--- src/rtl/aclink_pkg.sv ---
package aclink_pkg;
  localparam int SLOT_W = 20;
  localparam int TAG_W  = 16;
  localparam int NCH    = 2;

  localparam logic [2:0] ADDR_CTRL   = 3'd0;
  localparam logic [2:0] ADDR_CFG_A  = 3'd1;
  localparam logic [2:0] ADDR_CFG_B  = 3'd2;
  localparam logic [2:0] ADDR_ASG    = 3'd3;
  localparam logic [2:0] ADDR_HOLD_A = 3'd4;
  localparam logic [2:0] ADDR_HOLD_B = 3'd5;

  typedef enum logic [1:0] {W10 = 2'd0, W16 = 2'd1, W18 = 2'd2, W20 = 2'd3} width_e;

  typedef struct packed {
    logic   big_end;
    width_e wsel;
    logic   en;
  } chan_cfg_t;

  function automatic logic [SLOT_W-1:0] fmt_sample(input logic [31:0] d, input chan_cfg_t c);
    logic [31:0] x;
    x = c.big_end ? {d[7:0], d[15:8], d[23:16], d[31:24]} : d;
    unique case (c.wsel)
      W10:     return {x[9:0], 10'b0};
      W16:     return {x[15:0], 4'b0};
      W18:     return {x[17:0], 2'b0};
      default: return x[19:0];
    endcase
  endfunction
endpackage

--- src/rtl/aclink_chan.sv ---
module aclink_chan
  import aclink_pkg::*;
(
  input  logic              clk_i,
  input  logic              rst_ni,
  input  logic              wr_i,
  input  logic [SLOT_W-1:0] wdata_i,
  input  logic              take_i,
  output logic [1:0]        avail_o,
  output logic [SLOT_W-1:0] stage_o,
  output logic              rdy_o
);
  logic              hold_full_q, stage_full_q;
  logic [SLOT_W-1:0] hold_q, stage_q;
  logic              move;

  assign move = hold_full_q && !stage_full_q;

  always_ff @(posedge clk_i or negedge rst_ni) begin
    if (!rst_ni) begin
      hold_full_q  <= 1'b0;
      stage_full_q <= 1'b0;
      hold_q       <= '0;
      stage_q      <= '0;
    end else begin
      if (wr_i) begin
        hold_q      <= wdata_i;
        hold_full_q <= 1'b1;
      end else if (move) begin
        hold_full_q <= 1'b0;
      end
      if (move) begin
        stage_q      <= hold_q;
        stage_full_q <= 1'b1;
      end else if (take_i) begin
        stage_full_q <= 1'b0;
      end
    end
  end

  assign avail_o = {1'b0, hold_full_q} + {1'b0, stage_full_q};
  assign stage_o = stage_q;
  assign rdy_o   = !hold_full_q;
endmodule

--- src/rtl/aclink_frame.sv ---
module aclink_frame
  import aclink_pkg::*;
#(
  parameter int NUM_SLOTS = 12,
  localparam int IDX_W = $clog2(NUM_SLOTS),
  localparam int POS_W = $clog2(SLOT_W)
) (
  input  logic             clk_i,
  input  logic             rst_ni,
  input  logic             en_i,
  output logic             frame_start_o,
  output logic             seg_start_o,
  output logic             is_tag_o,
  output logic [IDX_W-1:0] slot_o
);
  logic [POS_W-1:0] pos_q;
  logic             tag_q;
  logic [IDX_W-1:0] slot_q;
  logic             seg_end;

  assign seg_end = tag_q ? (pos_q == POS_W'(TAG_W - 1)) : (pos_q == POS_W'(SLOT_W - 1));

  always_ff @(posedge clk_i or negedge rst_ni) begin
    if (!rst_ni) begin
      pos_q  <= '0;
      tag_q  <= 1'b1;
      slot_q <= '0;
    end else if (!en_i) begin
      pos_q  <= '0;
      tag_q  <= 1'b1;
      slot_q <= '0;
    end else if (seg_end) begin
      pos_q <= '0;
      if (tag_q) begin
        tag_q  <= 1'b0;
        slot_q <= '0;
      end else if (slot_q == IDX_W'(NUM_SLOTS - 1)) begin
        tag_q  <= 1'b1;
        slot_q <= '0;
      end else begin
        slot_q <= slot_q + IDX_W'(1);
      end
    end else begin
      pos_q <= pos_q + POS_W'(1);
    end
  end

  assign seg_start_o   = en_i && (pos_q == '0);
  assign frame_start_o = seg_start_o && tag_q;
  assign is_tag_o      = tag_q;
  assign slot_o        = slot_q;
endmodule

--- src/rtl/aclink_slot_sel.sv ---
module aclink_slot_sel
  import aclink_pkg::*;
#(
  parameter int NUM_SLOTS = 12,
  localparam int CNT_W = $clog2(NUM_SLOTS + 1)
) (
  input  logic [2*NUM_SLOTS-1:0] asg_i,
  input  logic [NCH-1:0]         en_i,
  input  logic [1:0]             avail_i [NCH],
  output logic [NUM_SLOTS-1:0]   valid_o
);
  logic [CNT_W-1:0] used [NCH];

  // ascending scan: each slot claims the channel's next unclaimed sample
  always_comb begin
    valid_o = '0;
    for (int c = 0; c < NCH; c++) used[c] = '0;
    for (int k = 0; k < NUM_SLOTS; k++) begin
      for (int c = 0; c < NCH; c++) begin
        if (asg_i[2*k +: 2] == 2'(c + 1) && en_i[c] && used[c] < CNT_W'(avail_i[c])) begin
          valid_o[k] = 1'b1;
          used[c]    = used[c] + CNT_W'(1);
        end
      end
    end
  end
endmodule

--- src/rtl/aclink_tx_fmt.sv ---
module aclink_tx_fmt
  import aclink_pkg::*;
#(
  parameter int NUM_SLOTS = 12,
  parameter int ADDR_W    = 3,
  localparam int IDX_W    = $clog2(NUM_SLOTS)
) (
  input  logic              bit_clk_i,
  input  logic              rst_ni,
  input  logic              wr_en_i,
  input  logic [ADDR_W-1:0] wr_addr_i,
  input  logic [31:0]       wr_data_i,
  output logic              sync_o,
  output logic              sdata_o,
  output logic [NCH-1:0]    rdy_o,
  output logic [NCH-1:0]    irq_o
);
  logic                   glb_en_q;
  chan_cfg_t              cfg_q [NCH];
  logic [2*NUM_SLOTS-1:0] asg_q;
  logic [NUM_SLOTS-1:0]   valid_c, valid_q;
  logic [1:0]             avail [NCH];
  logic [SLOT_W-1:0]      stage [NCH];
  logic [NCH-1:0]         take, ch_en;
  logic                   frame_start, seg_start, is_tag;
  logic [IDX_W-1:0]       slot;
  logic [1:0]             slot_ch;
  logic [TAG_W-1:0]       tag_c;
  logic [SLOT_W-1:0]      wd_c, sr_q;

  always_ff @(posedge bit_clk_i or negedge rst_ni) begin
    if (!rst_ni) begin
      glb_en_q <= 1'b0;
      asg_q    <= '0;
      for (int c = 0; c < NCH; c++) cfg_q[c] <= '0;
    end else if (wr_en_i) begin
      unique case (wr_addr_i)
        ADDR_W'(ADDR_CTRL):  glb_en_q <= wr_data_i[0];
        ADDR_W'(ADDR_CFG_A): cfg_q[0] <= chan_cfg_t'(wr_data_i[3:0]);
        ADDR_W'(ADDR_CFG_B): cfg_q[1] <= chan_cfg_t'(wr_data_i[3:0]);
        ADDR_W'(ADDR_ASG):   asg_q    <= wr_data_i[2*NUM_SLOTS-1:0];
        default: ;
      endcase
    end
  end

  aclink_frame #(.NUM_SLOTS(NUM_SLOTS)) u_frame (
    .clk_i(bit_clk_i), .rst_ni(rst_ni), .en_i(glb_en_q),
    .frame_start_o(frame_start), .seg_start_o(seg_start),
    .is_tag_o(is_tag), .slot_o(slot)
  );

  assign slot_ch = asg_q[2*int'(slot) +: 2];

  for (genvar c = 0; c < NCH; c++) begin : g_ch
    logic wr_hold;
    assign wr_hold  = wr_en_i && (wr_addr_i == ADDR_W'(ADDR_HOLD_A) + ADDR_W'(c));
    assign ch_en[c] = cfg_q[c].en;
    assign take[c]  = seg_start && !is_tag && valid_q[slot] && (slot_ch == 2'(c + 1));
    assign irq_o[c] = rdy_o[c] && ch_en[c];

    aclink_chan u_chan (
      .clk_i(bit_clk_i), .rst_ni(rst_ni), .wr_i(wr_hold),
      .wdata_i(fmt_sample(wr_data_i, cfg_q[c])), .take_i(take[c]),
      .avail_o(avail[c]), .stage_o(stage[c]), .rdy_o(rdy_o[c])
    );
  end

  aclink_slot_sel #(.NUM_SLOTS(NUM_SLOTS)) u_sel (
    .asg_i(asg_q), .en_i(ch_en), .avail_i(avail), .valid_o(valid_c)
  );

  always_comb begin
    tag_c            = '0;
    tag_c[TAG_W-1]   = |valid_c;
    for (int k = 0; k < NUM_SLOTS; k++) tag_c[TAG_W-2-k] = valid_c[k];
  end

  always_comb begin
    wd_c = '0;
    if (is_tag) wd_c = {tag_c, {(SLOT_W - TAG_W){1'b0}}};
    else if (take[0]) wd_c = stage[0];
    else if (take[1]) wd_c = stage[1];
  end

  always_ff @(posedge bit_clk_i or negedge rst_ni) begin
    if (!rst_ni) begin
      valid_q <= '0;
      sync_o  <= 1'b0;
      sdata_o <= 1'b0;
      sr_q    <= '0;
    end else if (!glb_en_q) begin
      sync_o  <= 1'b0;
      sdata_o <= 1'b0;
      sr_q    <= '0;
    end else begin
      if (frame_start) valid_q <= valid_c;
      sync_o <= is_tag;
      if (seg_start) begin
        sdata_o <= wd_c[SLOT_W-1];
        sr_q    <= wd_c << 1;
      end else begin
        sdata_o <= sr_q[SLOT_W-1];
        sr_q    <= sr_q << 1;
      end
    end
  end
endmodule

--- config.mk ---
export PLATFORM = sky130hd
export DESIGN_NAME = aclink_tx_fmt
export DESIGN_NICKNAME = d
export VERILOG_FILES = /design/src/rtl/aclink_pkg.sv /design/src/rtl/aclink_chan.sv /design/src/rtl/aclink_frame.sv /design/src/rtl/aclink_slot_sel.sv /design/src/rtl/aclink_tx_fmt.sv
export SDC_FILE = /design/constraint.sdc
export NUM_CORES = 1
export LEC_CHECK = 0
export ABC_AREA = 1
export ABC_CLOCK_PERIOD_IN_PS = 13700
export BUFFER_PORTS_ARGS = -buffer_cell sky130_fd_sc_hd__buf_2
export CAP_MARGIN = 40
export CORE_ASPECT_RATIO = 0.75
export CORE_MARGIN = 2
export CORE_UTILIZATION = 40
export CTS_CLUSTER_SIZE = 16
export DETAILED_ROUTE_END_ITERATION = 6
export PLACE_DENSITY = 0.6
export SLEW_MARGIN = 40
export SYNTH_ARGS = -nofsm -noshare
export SYNTH_HDL_FRONTEND = slang
export SYNTH_SLANG_ARGS = --single-unit
--- constraint.sdc ---
create_clock -name bit_clk_i -period 13.7 [get_ports bit_clk_i]
set_clock_uncertainty 0.15 [all_clocks]
set_input_delay 0.685 -clock bit_clk_i [delete_from_list [all_inputs] [get_ports bit_clk_i]]
set_output_delay 0.685 -clock bit_clk_i [all_outputs]
set_load 0.005 [all_outputs]
==> results by group, run 1 <==
Yosys
  • Top-area cell type share of the netlist area: 39.8%
  • EDFF count, synth: 0
  • Synth async-reset ratio: 100%
  • Yosys warns: 0
  • Post-Syn Nets: 1,394
  • Most used DFF post-synth: dfrtp_1
  • Syn Inst Count: 1,307
  • Yosys reg bits: 160
  • Avg Cell Area, Syn: 7.66 µm²
  • Cell type with the largest total area after synthesis: dfrtp_1
  • Netlist cell types: 47
  • Register area share after synthesis: 40.0%
  • Ranking of synthesized cells by area: dfrtp_1, nand2_1, o21ai_0
  • Post-Syn Area: 10,000 µm²

Finish
  • P&R area growth vs syn: 10.9%
  • Share of layout cells above drive strength 1: 13.6%
  • Finished Core Util: 44.8%
  • Final std cells w/o fill: 1,676
  • Inserted Diodes: 0
  • Nets@finish: 1,412
  • Commonest cells after routing, fill and taps aside: nand2_1, inv_1, o21ai_0
  • Commonest non-fill, non-tap cell in the layout: nand2_1

Run
  • Total of max-cap violations: 0

Global route
  • Vias in the first global route: 8,237
  • First-pass GRT wire length: 49,100 µm
  • GRT Overall Usage: 24.2%
  • Pin count of the biggest net entering global routing: 59
  • Total grt overflow: 0
  • Initial antenna violation count: 0

Worst setup path
  • R2R Setup Slk: 1220 ps
  • Logic depth of the worst register-to-register path: 66
  • Crit path launch: g_ch[0].u_chan.hold_full_q
  • Reg-to-Reg End: sdata_o
  • Crit path DAT: 12,710 ps
  • Crit path top cell by count: ha_1
  • Crit path capture type: register
  • Largest fanout on the critical path: 11
  • CP max stage cell: nor4_1
  • Critical path type: reg -> reg
  • RR Startpoint: g_ch[0].u_chan.hold_full_q
  • CP Data Required Time: 13,930 ps
  • Setup crit end: sdata_o
  • Crit path largest cell delay: 690 ps
  • CP Launch Type: register

Floorplanning
  • Area of the core: 24,800 µm²
  • Row cnt: 50
  • Initial core utilization: 40.4%
  • Die ar.: 26,300 µm²
  • Die Wd: 187 µm
  • Die Y: 141 µm
  • Ports: 44

Clock network
  • # clock sinks: 160
  • Clock Pin Slew Worst Setup and Hold Paths: 70 ps
  • CTS tree: done
  • Hold Buf Count CTS: 0
  • Htree depth: 4
  • # Post-CTS Setup Buffers: 0
  • Cts repair resizes: 0
  • Root buf cell: clkbuf_16
  • Clk_lat worst skew: 440 ps
  • Bufs on Longest Clock Path: 2
  • Num CTS Buffers: 17

Place
  • GPL Wtd Cong: 0.968
  • Port Buffers: 43
  • Placed cells: 1,644
  • Setup slack at placement: 1450 ps
  • Dpl hpwl: 23,000 µm

STA
  • Final Hold Fails: 0
  • Final slew viol count: 0
  • Sum Neg Setup Slack: 0 ps
  • FMAX: 80.2 MHz
  • Worst rel slew slack: 42.9%
  • Setup Viol. Count Final: 0
  • RSZ-0062 raised after global routing: no
  • Min Clock Period, post-route: 12,480 ps
  • Slew @ Worst Pin: 856 ps
  • Period utilisation layout: 91.1%
  • Final setup margin: 1220 ps

Worst hold path
  • Min-Delay Path Class: in -> async

Pwr
  • Pwr Total: 1.70 mW
  • Leak: 5.37 nW
  • PwrDens: 153 nW/µm²
  • Peak VDD IR: 0.0887 mV

Drt
  • WL final: 30,800 µm
  • Vias per cell: 5.38
  • DRT iter0 DRCs: 898
  • Routed length per instance: 18.4 µm
  • Residual DRC: 0
  • DR vias: 9,023
  • Antenna-violating nets left: 0
  • DR pass1 iterations: 6

Outcome
  • Outcome: finished clean
-- logic make-up after synthesis --
family / after synthesis / share of synthesized area [%]
AO/OA/AOI/OAI: 308 / 18.0
XOR/XNOR: 3 / 0.263
adder cells (fa/ha/maj): 49 / 6.13
buffers and inverters: 250 / 9.65
flip-flops: 160 / 40.0
multiplexers: 20 / 2.25
AND/OR/NAND/NOR: 517 / 23.7
-- worst min-delay path by stage --
stage | start | end | slack, ps | depth (start not counted)
floorplan | rst_ni | asg_q[0] | 240 | 0
global placement | g_ch[1].u_chan.hold_q[8] | g_ch[1].u_chan.stage_o[8] | 310 | 2
detailed placement | g_ch[1].u_chan.hold_q[13] | g_ch[1].u_chan.stage_o[13] | 320 | 2
CTS | rst_ni | g_ch[0].u_chan.hold_q[2] | 60 | 1
global route | rst_ni | g_ch[0].u_chan.hold_q[0] | 80 | 1
finish | rst_ni | g_ch[0].u_chan.hold_q[6] | 40 | 1
-- cell type report --
class                   instances  area [µm²]
clock inverters                11         131
flip-flops and latches        160        4010
inverters                     195         732
fillers                      2509       13700
well taps                     338         423
repair buffers                 54         308
clock buffers                  21         460
multi-input cells             897        5040
-- critical path, delay by kind of cell (launching register included) --
kind / cells / cell delay, ps
AO/OA/AOI/OAI: 2 / 720
adder cells (fa/ha/maj): 11 / 2750
buffers and inverters: 6 / 580
flip-flops: 1 / 400
multiplexers: 8 / 2560
AND/OR/NAND/NOR: 39 / 5220
-- sequential cells by signal (all words and copies together) (netlist names), 2 cells and up --
name	cells
asg_q	24
cfg_q	8
g_ch.u_chan.hold_full_q	2
g_ch.u_chan.hold_q	40
g_ch.u_chan.stage_full_q	2
g_ch.u_chan.stage_o	40
sr_q	19
u_frame.pos_q	5
u_frame.slot_o	4
valid_q	12
-- power by group --
group	leakage (nW)	internal, mW	switching, mW	total [mW]
Sequential	2.05	0.567	0.0839	0.651
Combinational	3.04	0.190	0.374	0.564
Clock	0.280	0.280	0.207	0.487
-- per-stage QoR --
step	instance area [µm²]	hold slack, ps
final	11100	39.5
after global routing	11100	81.6
after CTS	11100	65.0
after detailed placement	10500	318
after global placement	10500	314
after floorplan	10000	239
-- synth_stat cells (2+ instances only) --
cell type / instances
inv_2: 2
nor2_4: 9
nand2_4: 3
a21oi_1: 42
o22a_1: 3
buf_4: 5
nand2_2: 49
nand4_1: 7
o22ai_1: 18
a2111oi_0: 2
dfrtp_1: 159
nor2_1: 74
o211ai_1: 20
xor2_1: 2
a31oi_1: 7
nand3_1: 76
a221oi_1: 6
nor2_2: 4
nand3_2: 4
mux2_2: 19
o2111ai_1: 2
clkbuf_1: 48
nand3b_1: 2
a211oi_1: 5
a21o_1: 2
inv_1: 192
o221ai_1: 27
o21ai_0: 169
nor4_1: 6
nand2_1: 277
ha_1: 49
nor3_1: 2
-- layer usage --
layer	vias to the layer above	global-route usage (%)	routed length, µm
li1	4363	-	-
met1	4277	39.8	16100
met2	360	31.0	11700
met3	23	5.90	2720
met4	0	4.85	313
met5	-	0	0
(Power assumes the default switching activity.)
==> run 2, diff against run 1 <==
PLACE_DENSITY = 0.68   (was 0.6)
==> results by group, run 2 (synthesis results as in run 1) <==
Clock network
  • CTS tree: done (unchanged)
  • Root buf cell: clkbuf_16 (unchanged)
  • Clk_lat worst skew: 430 ps (was 440 ps)
  • # clock sinks: 160 (unchanged)
  • Bufs on Longest Clock Path: 2 (unchanged)
  • Htree depth: 4 (unchanged)
  • Cts repair resizes: 0 (unchanged)
  • # Post-CTS Setup Buffers: 0 (unchanged)
  • Num CTS Buffers: 17 (unchanged)
  • Clock Pin Slew Worst Setup and Hold Paths: 70 ps (about the same)
  • Hold Buf Count CTS: 0 (unchanged)

Floorplanning
  • Die Wd: 187 µm (unchanged)
  • Die Y: 141 µm (unchanged)
  • Area of the core: 24,800 µm² (unchanged)
  • Die ar.: 26,300 µm² (unchanged)
  • Ports: 44 (unchanged)
  • Initial core utilization: 40.4% (unchanged)
  • Row cnt: 50 (unchanged)

Pwr
  • Logic pwr share: 33.1% (about the same)
  • Sw power: 0.665 mW (about the same)
  • Peak VDD IR: 0.0996 mV (was 0.0887 mV)
  • PwrDens: 154 nW/µm² (was 153 nW/µm²)
  • Reg power frac: 38.1% (was 38.2%)
  • Switch share: 38.8% (was 39.1%)
  • Leak: 5.38 nW (was 5.37 nW)
  • Clock share of power: 28.9% (was 28.6%)
  • Internal Pwr Total: 1.05 mW (was 1.04 mW)

Drt
  • DR pass1 iterations: 5 (was 6)
  • Antenna-violating nets left: 0 (unchanged)
  • DR vias: 9,088 (was 9,023)
  • DRT iter0 DRCs: 1,033 (was 898)
  • WL final: 30,200 µm (was 30,800 µm)
  • Residual DRC: 0 (unchanged)
  • Vias per cell: 5.43 (was 5.38)
  • Routed length per instance: 18.1 µm (was 18.4 µm)

Worst setup path
  • R2R Setup Slk: 1090 ps (was 1220 ps)
  • CP Data Required Time: 13,920 ps (was 13,930 ps)
  • CP max stage cell: nor4_1 (unchanged)
  • Logic depth of the worst register-to-register path: 66 (unchanged)
  • RR Startpoint: g_ch[0].u_chan.hold_full_q (unchanged)
  • Crit path DAT: 12,830 ps (was 12,710 ps)
  • Largest fanout on the critical path: 11 (unchanged)
  • Crit path capture type: register (unchanged)
  • Crit path largest cell delay: 640 ps (was 690 ps)
  • Critical path type: reg -> reg (unchanged)
  • Crit path top cell by count: ha_1 (unchanged)
  • CP Launch Type: register (unchanged)
  • Reg-to-Reg End: sdata_o (unchanged)

Place
  • GPL Wtd Cong: 1.01 (was 0.968)
  • Port Buffers: 43 (unchanged)
  • Setup slack at placement: 1410 ps (was 1450 ps)
  • Dpl hpwl: 23,000 µm (about the same)

Global route
  • Initial antenna violation count: 0 (unchanged)
  • Vias in the first global route: 8,323 (was 8,237)
  • Pin count of the biggest net entering global routing: 94 (was 59)
  • Total grt overflow: 0 (unchanged)
  • GRT Overall Usage: 23.3% (was 24.2%)
  • First-pass GRT wire length: 47,400 µm (was 49,100 µm)

Worst hold path
  • Min-Delay Path Class: in -> async (unchanged)

STA
  • Setup Viol. Count Final: 0 (unchanged)
  • Slew @ Worst Pin: 820 ps (was 856 ps)
  • Worst rel slew slack: 44.8% (was 42.9%)
  • FMAX: 79.3 MHz (was 80.2 MHz)
  • RSZ-0062 raised after global routing: no (unchanged)
  • Period utilisation layout: 92.0% (was 91.1%)
  • Final slew viol count: 0 (unchanged)
  • Sum Neg Setup Slack: 0 ps (unchanged)
  • Final Hold Fails: 0 (unchanged)
  • Min Clock Period, post-route: 12,610 ps (was 12,480 ps)
  • Final setup margin: 1090 ps (was 1220 ps)

Finish
  • Inserted Diodes: 0 (unchanged)
  • Commonest cells after routing, fill and taps aside: nand2_1, inv_1, o21ai_0 (unchanged)
  • P&R area growth vs syn: 11.1% (was 10.9%)
  • Nets@finish: 1,411 (was 1,412)
  • Commonest non-fill, non-tap cell in the layout: nand2_1 (unchanged)
  • Share of layout cells above drive strength 1: 13.5% (was 13.6%)

Run
  • Total of max-cap violations: 0 (unchanged)

Outcome
  • Outcome: finished clean (unchanged)
-- run 2: worst max path at each step --
stage	startpoint	slack (ps)	to	cells after the start
6_report	g_ch[0].u_chan.hold_full_q	1090	sdata_o	66
5_1_grt	g_ch[0].u_chan.hold_full_q	260	sdata_o	66
4_1_cts	g_ch[0].u_chan.hold_full_q	1320	sdata_o	66
3_3_place_gp	g_ch[0].u_chan.hold_full_q	1280	sr_q[8]	66
3_5_place_dp	g_ch[0].u_chan.hold_full_q	1410	sdata_o	66
2_1_floorplan	g_ch[0].u_chan.hold_full_q	3010	sr_q[8]	67
-- run 2: per-layer routing --
metal	vias up	GRT usage, %	share of wire (%)	wire length [µm]
met2	408	31.1	39	11800
met1	4275	36.4	49	14700
met5	-	0	0	0
li1	4382	-	-	-
met4	0	4.34	1.0	313
met3	23	7.24	11	3380
-- run 2: power groups by stage --
stage / Sequential (mW) / Clock [mW] / Combinational [mW]
after global placement: 0.655 / 0 / 0.545
final: 0.652 / 0.495 / 0.567
after global routing: 0.663 / 0.522 / 0.627
after CTS: 0.649 / 0.499 / 0.554
after floorplan: 0.615 / 0 / 0.405
after detailed placement: 0.657 / 0 / 0.550
-- run 2: metrics by stage --
step                      power (mW)  instance area [µm²]  instances  utilization [%]  hold slack, ps
final                           1.71                11100       1674             44.9             131
after detailed placement        1.21                10500       1643             42.4             320
after global routing            1.81                11100       1674             44.9             158
after global placement          1.20                10500       1640             42.3             314
after CTS                       1.70                11100       1674             44.9             162
after floorplan                 1.02                10000       1307                -             239
-- run 2: worst max-delay path: cells and delay by family (launching register included) --
kind	cells	cell delay [ps]
adders and majority gates	11	2750
and+or+nand+nor	39	5310
muxes	8	2590
buffers and inverters	6	580
DFF	1	410
AOI/OAI and AO/OA	2	730
-- run 2: cell type report --
cell class | count | area [µm²]
Clock buffer | 20 | 447
Multi-Input combinational cell | 897 | 5040
Fill cell | 2490 | 13700
Timing Repair Buffer | 53 | 312
Tap cell | 338 | 423
Inverter | 195 | 732
Clock inverter | 11 | 156
Sequential cell | 160 | 4010
==> run 3, diff against run 2 <==
ABC_AREA = not set   (was 1)
==> results by group, run 3 <==
Finish
  • Commonest cells after routing, fill and taps aside: dfrtp_1, buf_4, mux2_2 (was nand2_1, inv_1, o21ai_0)
  • Inserted Diodes: 0 (unchanged)
  • Design area: 13,500 µm² (was 11,100 µm²)
  • Share of layout cells above drive strength 1: 36.6% (was 13.5%)
  • Nets@finish: 1,280 (was 1,411)
  • Commonest non-fill, non-tap cell in the layout: dfrtp_1 (was nand2_1)
  • P&R area growth vs syn: 22.5% (was 11.1%)
  • Finished Core Util: 50.0% (was 44.9%)

Floorplanning
  • Die Y: 148 µm (was 141 µm)
  • Area of the core: 27,100 µm² (was 24,800 µm²)
  • Row cnt: 52 (was 50)
  • Ports: 44 (unchanged)
  • Die ar.: 29,000 µm² (was 26,300 µm²)
  • Initial core utilization: 40.8% (was 40.4%)
  • Die Wd: 196 µm (was 187 µm)

Drt
  • WL final: 33,000 µm (was 30,200 µm)
  • Antenna-violating nets left: 0 (unchanged)
  • DR pass1 iterations: 7 (was 5)
  • DRT iter0 DRCs: 894 (was 1,033)
  • Vias per cell: 6.10 (was 5.43)
  • Routed length per instance: 21.2 µm (was 18.1 µm)
  • DR vias: 9,498 (was 9,088)
  • Residual DRC: 1 (was 0)

Worst setup path
  • CP max stage cell: or4bb_4 (was nor4_1)
  • Critical path type: reg -> reg (unchanged)
  • Crit path capture type: register (unchanged)
  • CP Data Required Time: 13,890 ps (was 13,920 ps)
  • Largest fanout on the critical path: 4 (was 11)
  • Crit path DAT: 13,620 ps (was 12,830 ps)
  • Crit path launch: g_ch[0].u_chan.stage_full_q (was g_ch[0].u_chan.hold_full_q)
  • Crit path largest cell delay: 580 ps (was 640 ps)
  • R2R Setup Slk: 260 ps (was 1090 ps)
  • RR Startpoint: g_ch[0].u_chan.stage_full_q (was g_ch[0].u_chan.hold_full_q)
  • CP Launch Type: register (unchanged)

Place
  • GPL Wtd Cong: 0.925 (was 1.01)
  • Port Buffers: 43 (unchanged)
  • Placement Cell Area: 12,200 µm² (was 10,500 µm²)
  • Dpl hpwl: 23,200 µm (was 23,000 µm)

Pwr
  • Pwr Total: 2.24 mW (was 1.71 mW)
  • Peak VDD IR: 0.107 mV (was 0.0996 mV)
  • Leak: 5.83 nW (was 5.38 nW)
  • PwrDens: 166 nW/µm² (was 154 nW/µm²)

STA
  • Final slew viol count: 0 (unchanged)
  • Setup Viol. Count Final: 0 (unchanged)
  • Worst rel slew slack: 50.4% (was 44.8%)
  • FMAX: 74.4 MHz (was 79.3 MHz)
  • Worst hold slack: 130 ps (was 131 ps)
  • Period utilisation layout: 98.1% (was 92.0%)
  • Min Clock Period, post-route: 13,440 ps (was 12,610 ps)
  • Final Hold Fails: 0 (unchanged)
  • Slew @ Worst Pin: 743 ps (was 820 ps)
  • RSZ-0062 raised after global routing: yes (was no)

Yosys
  • Post-Syn Area: 11,000 µm² (was 10,000 µm²)
  • Mux contribution to synthesized area: 21.1% (was 2.25%)
  • Syn Inst Count: 1,091 (was 1,307)
  • Yosys warns: 0 (unchanged)
  • Top-count cell post-synth: dfrtp_1 (was nand2_1)
  • Top-area cell type share of the netlist area: 36.0% (was 39.8%)
  • XOR/XNOR Fraction of Synth Area: 1.11% (was 0.263%)
  • Cell type with the largest total area after synthesis: dfrtp_1 (unchanged)
  • Netlist cell types: 91 (was 47)
  • Simple-gate share of the synthesized area: 15.6% (was 23.7%)
  • Synth async-reset ratio: 100% (unchanged)
  • Post-Syn Nets: 1,178 (was 1,394)
  • Synth Area in Compound Gates: 16.5% (was 18.0%)
  • EDFF count, synth: 0 (unchanged)
  • Avg Cell Area, Syn: 10.1 µm² (was 7.66 µm²)
  • Ranking of synthesized cells by area: dfrtp_1, mux2_2, mux4_2 (was dfrtp_1, nand2_1, o21ai_0)
  • Post-synthesis adder-cell area fraction: 5.55% (was 6.13%)
  • Yosys reg bits: 160 (unchanged)
  • Register area share after synthesis: 36.3% (was 40.0%)
  • Most used DFF post-synth: dfrtp_1 (unchanged)
  • Post-synth top cells: dfrtp_1, mux2_2, nor2_1 (was nand2_1, inv_1, o21ai_0)
  • Largest family of logic cells by synthesized area: multiplexers (was simple AND/OR/NAND/NOR gates)

Clock network
  • CTS tree: done (unchanged)
  • Clk_lat worst skew: 440 ps (was 430 ps)
  • Num CTS Buffers: 17 (unchanged)
  • Root buf cell: clkbuf_16 (unchanged)
  • Clock Pin Slew Worst Setup and Hold Paths: 70 ps (about the same)
  • # clock sinks: 160 (unchanged)
  • Htree depth: 4 (unchanged)
  • Bufs on Longest Clock Path: 2 (unchanged)
  • Hold Buf Count CTS: 0 (unchanged)

Global route
  • GRT Overall Usage: 22.7% (was 23.3%)
  • Pin count of the biggest net entering global routing: 85 (was 94)
  • Initial antenna violation count: 1 (was 0)
  • Vias in the first global route: 8,854 (was 8,323)
  • Total grt overflow: 0 (unchanged)
  • First-pass GRT wire length: 51,000 µm (was 47,400 µm)

Worst hold path
  • Min-Delay Path Class: in -> async (unchanged)

Outcome
  • Failing checks: design-rule violations
  • Outcome: finished with violations (was finished clean)

Run
  • Total of max-cap violations: 0 (unchanged)
-- run 3: cell types whose count changed in the layout (fill, tap and decap cells not counted), sizes merged, moves of 34 or more --
cell   previous run  this run
mux2             20       106
nand2           329        79
mux2i             0        34
inv             197        47
buf              53       150
o21ai           171        58
nand3            81        26
mux4              0        35
-- run 3: power breakdown --
part	leakage, nW	total (mW)	internal, mW	switching [mW]
sequential	2.05	0.655	0.568	0.0879
clock	0.297	0.486	0.263	0.223
combinational	3.48	1.10	0.505	0.595
total	5.83	2.24	1.34	0.906
-- run 3: area by class of cell --
| class | count | area, µm² |
|---|---|---|
| Clock buffer | 17 | 425 |
| Clock inverter | 15 | 191 |
| Fill cell | 2397 | 13500 |
| Inverter | 40 | 150 |
| Multi-Input combinational cell | 823 | 7270 |
| Sequential cell | 160 | 4010 |
| Tap cell | 351 | 439 |
| Timing Repair Buffer | 151 | 1050 |
-- run 3: metal layers --
metal	routed length, µm	GRT usage [%]	vias to the layer above
li1	-	-	4325
met1	15300	34.7	4682
met2	14000	32.2	448
met3	3060	4.91	43
met4	594	5.80	0
met5	0	0	-
-- run 3: final timing paths --
kind / end / cells after the start
max in group asynchronous: g_ch[0].u_chan.stage_o[13] / 2
worst max register to register: sdata_o / 59
worst min-delay path: sdata_o / 1
worst max-delay path: sdata_o / 59
worst min register to register: g_ch[0].u_chan.hold_q[3] / 2
min in group bit_clk_i: g_ch[0].u_chan.hold_q[3] / 2
-- run 3: cells by family after synthesis --
family          Yosys count
compound gates          263
mux                     175
xor+xnor                 14
fa+ha+maj                49
flops                   160
buf+inv                 108
simple gates            322
-- run 3: per-stage QoR --
| step | std cells | setup WS (ps) | TNS, ps |
|---|---|---|---|
| 4_1_cts | 1530 | 8.45 | 0 |
| 5_1_grt | 1557 | -263 | -678 |
| 3_5_place_dp | 1480 | -708 | -1980 |
| 3_3_place_gp | 1476 | -393 | -1040 |
| 6_report | 1557 | 265 | 0 |
| 2_1_floorplan | 1091 | 4.32 | 0 |
-- run 3: worst max-delay path: cells and delay by family (launching register included) --
family	cells	cell delay, ps
AND/OR/NAND/NOR	20	4660
multiplexers	8	2730
adder cells (fa/ha/maj)	12	2060
AO/OA/AOI/OAI	17	3160
flip-flops	1	370
buffers and inverters	2	210
-- run 3: repair_timing --
action | CTS | global route
buffers inserted | 18 | 27
setup endpoints to repair | 3 | 3
hold endpoints to repair | 0 | 0
gates resized for setup | 26 | 46
pin swaps | 19 | 40
gates cloned | 0 | 0
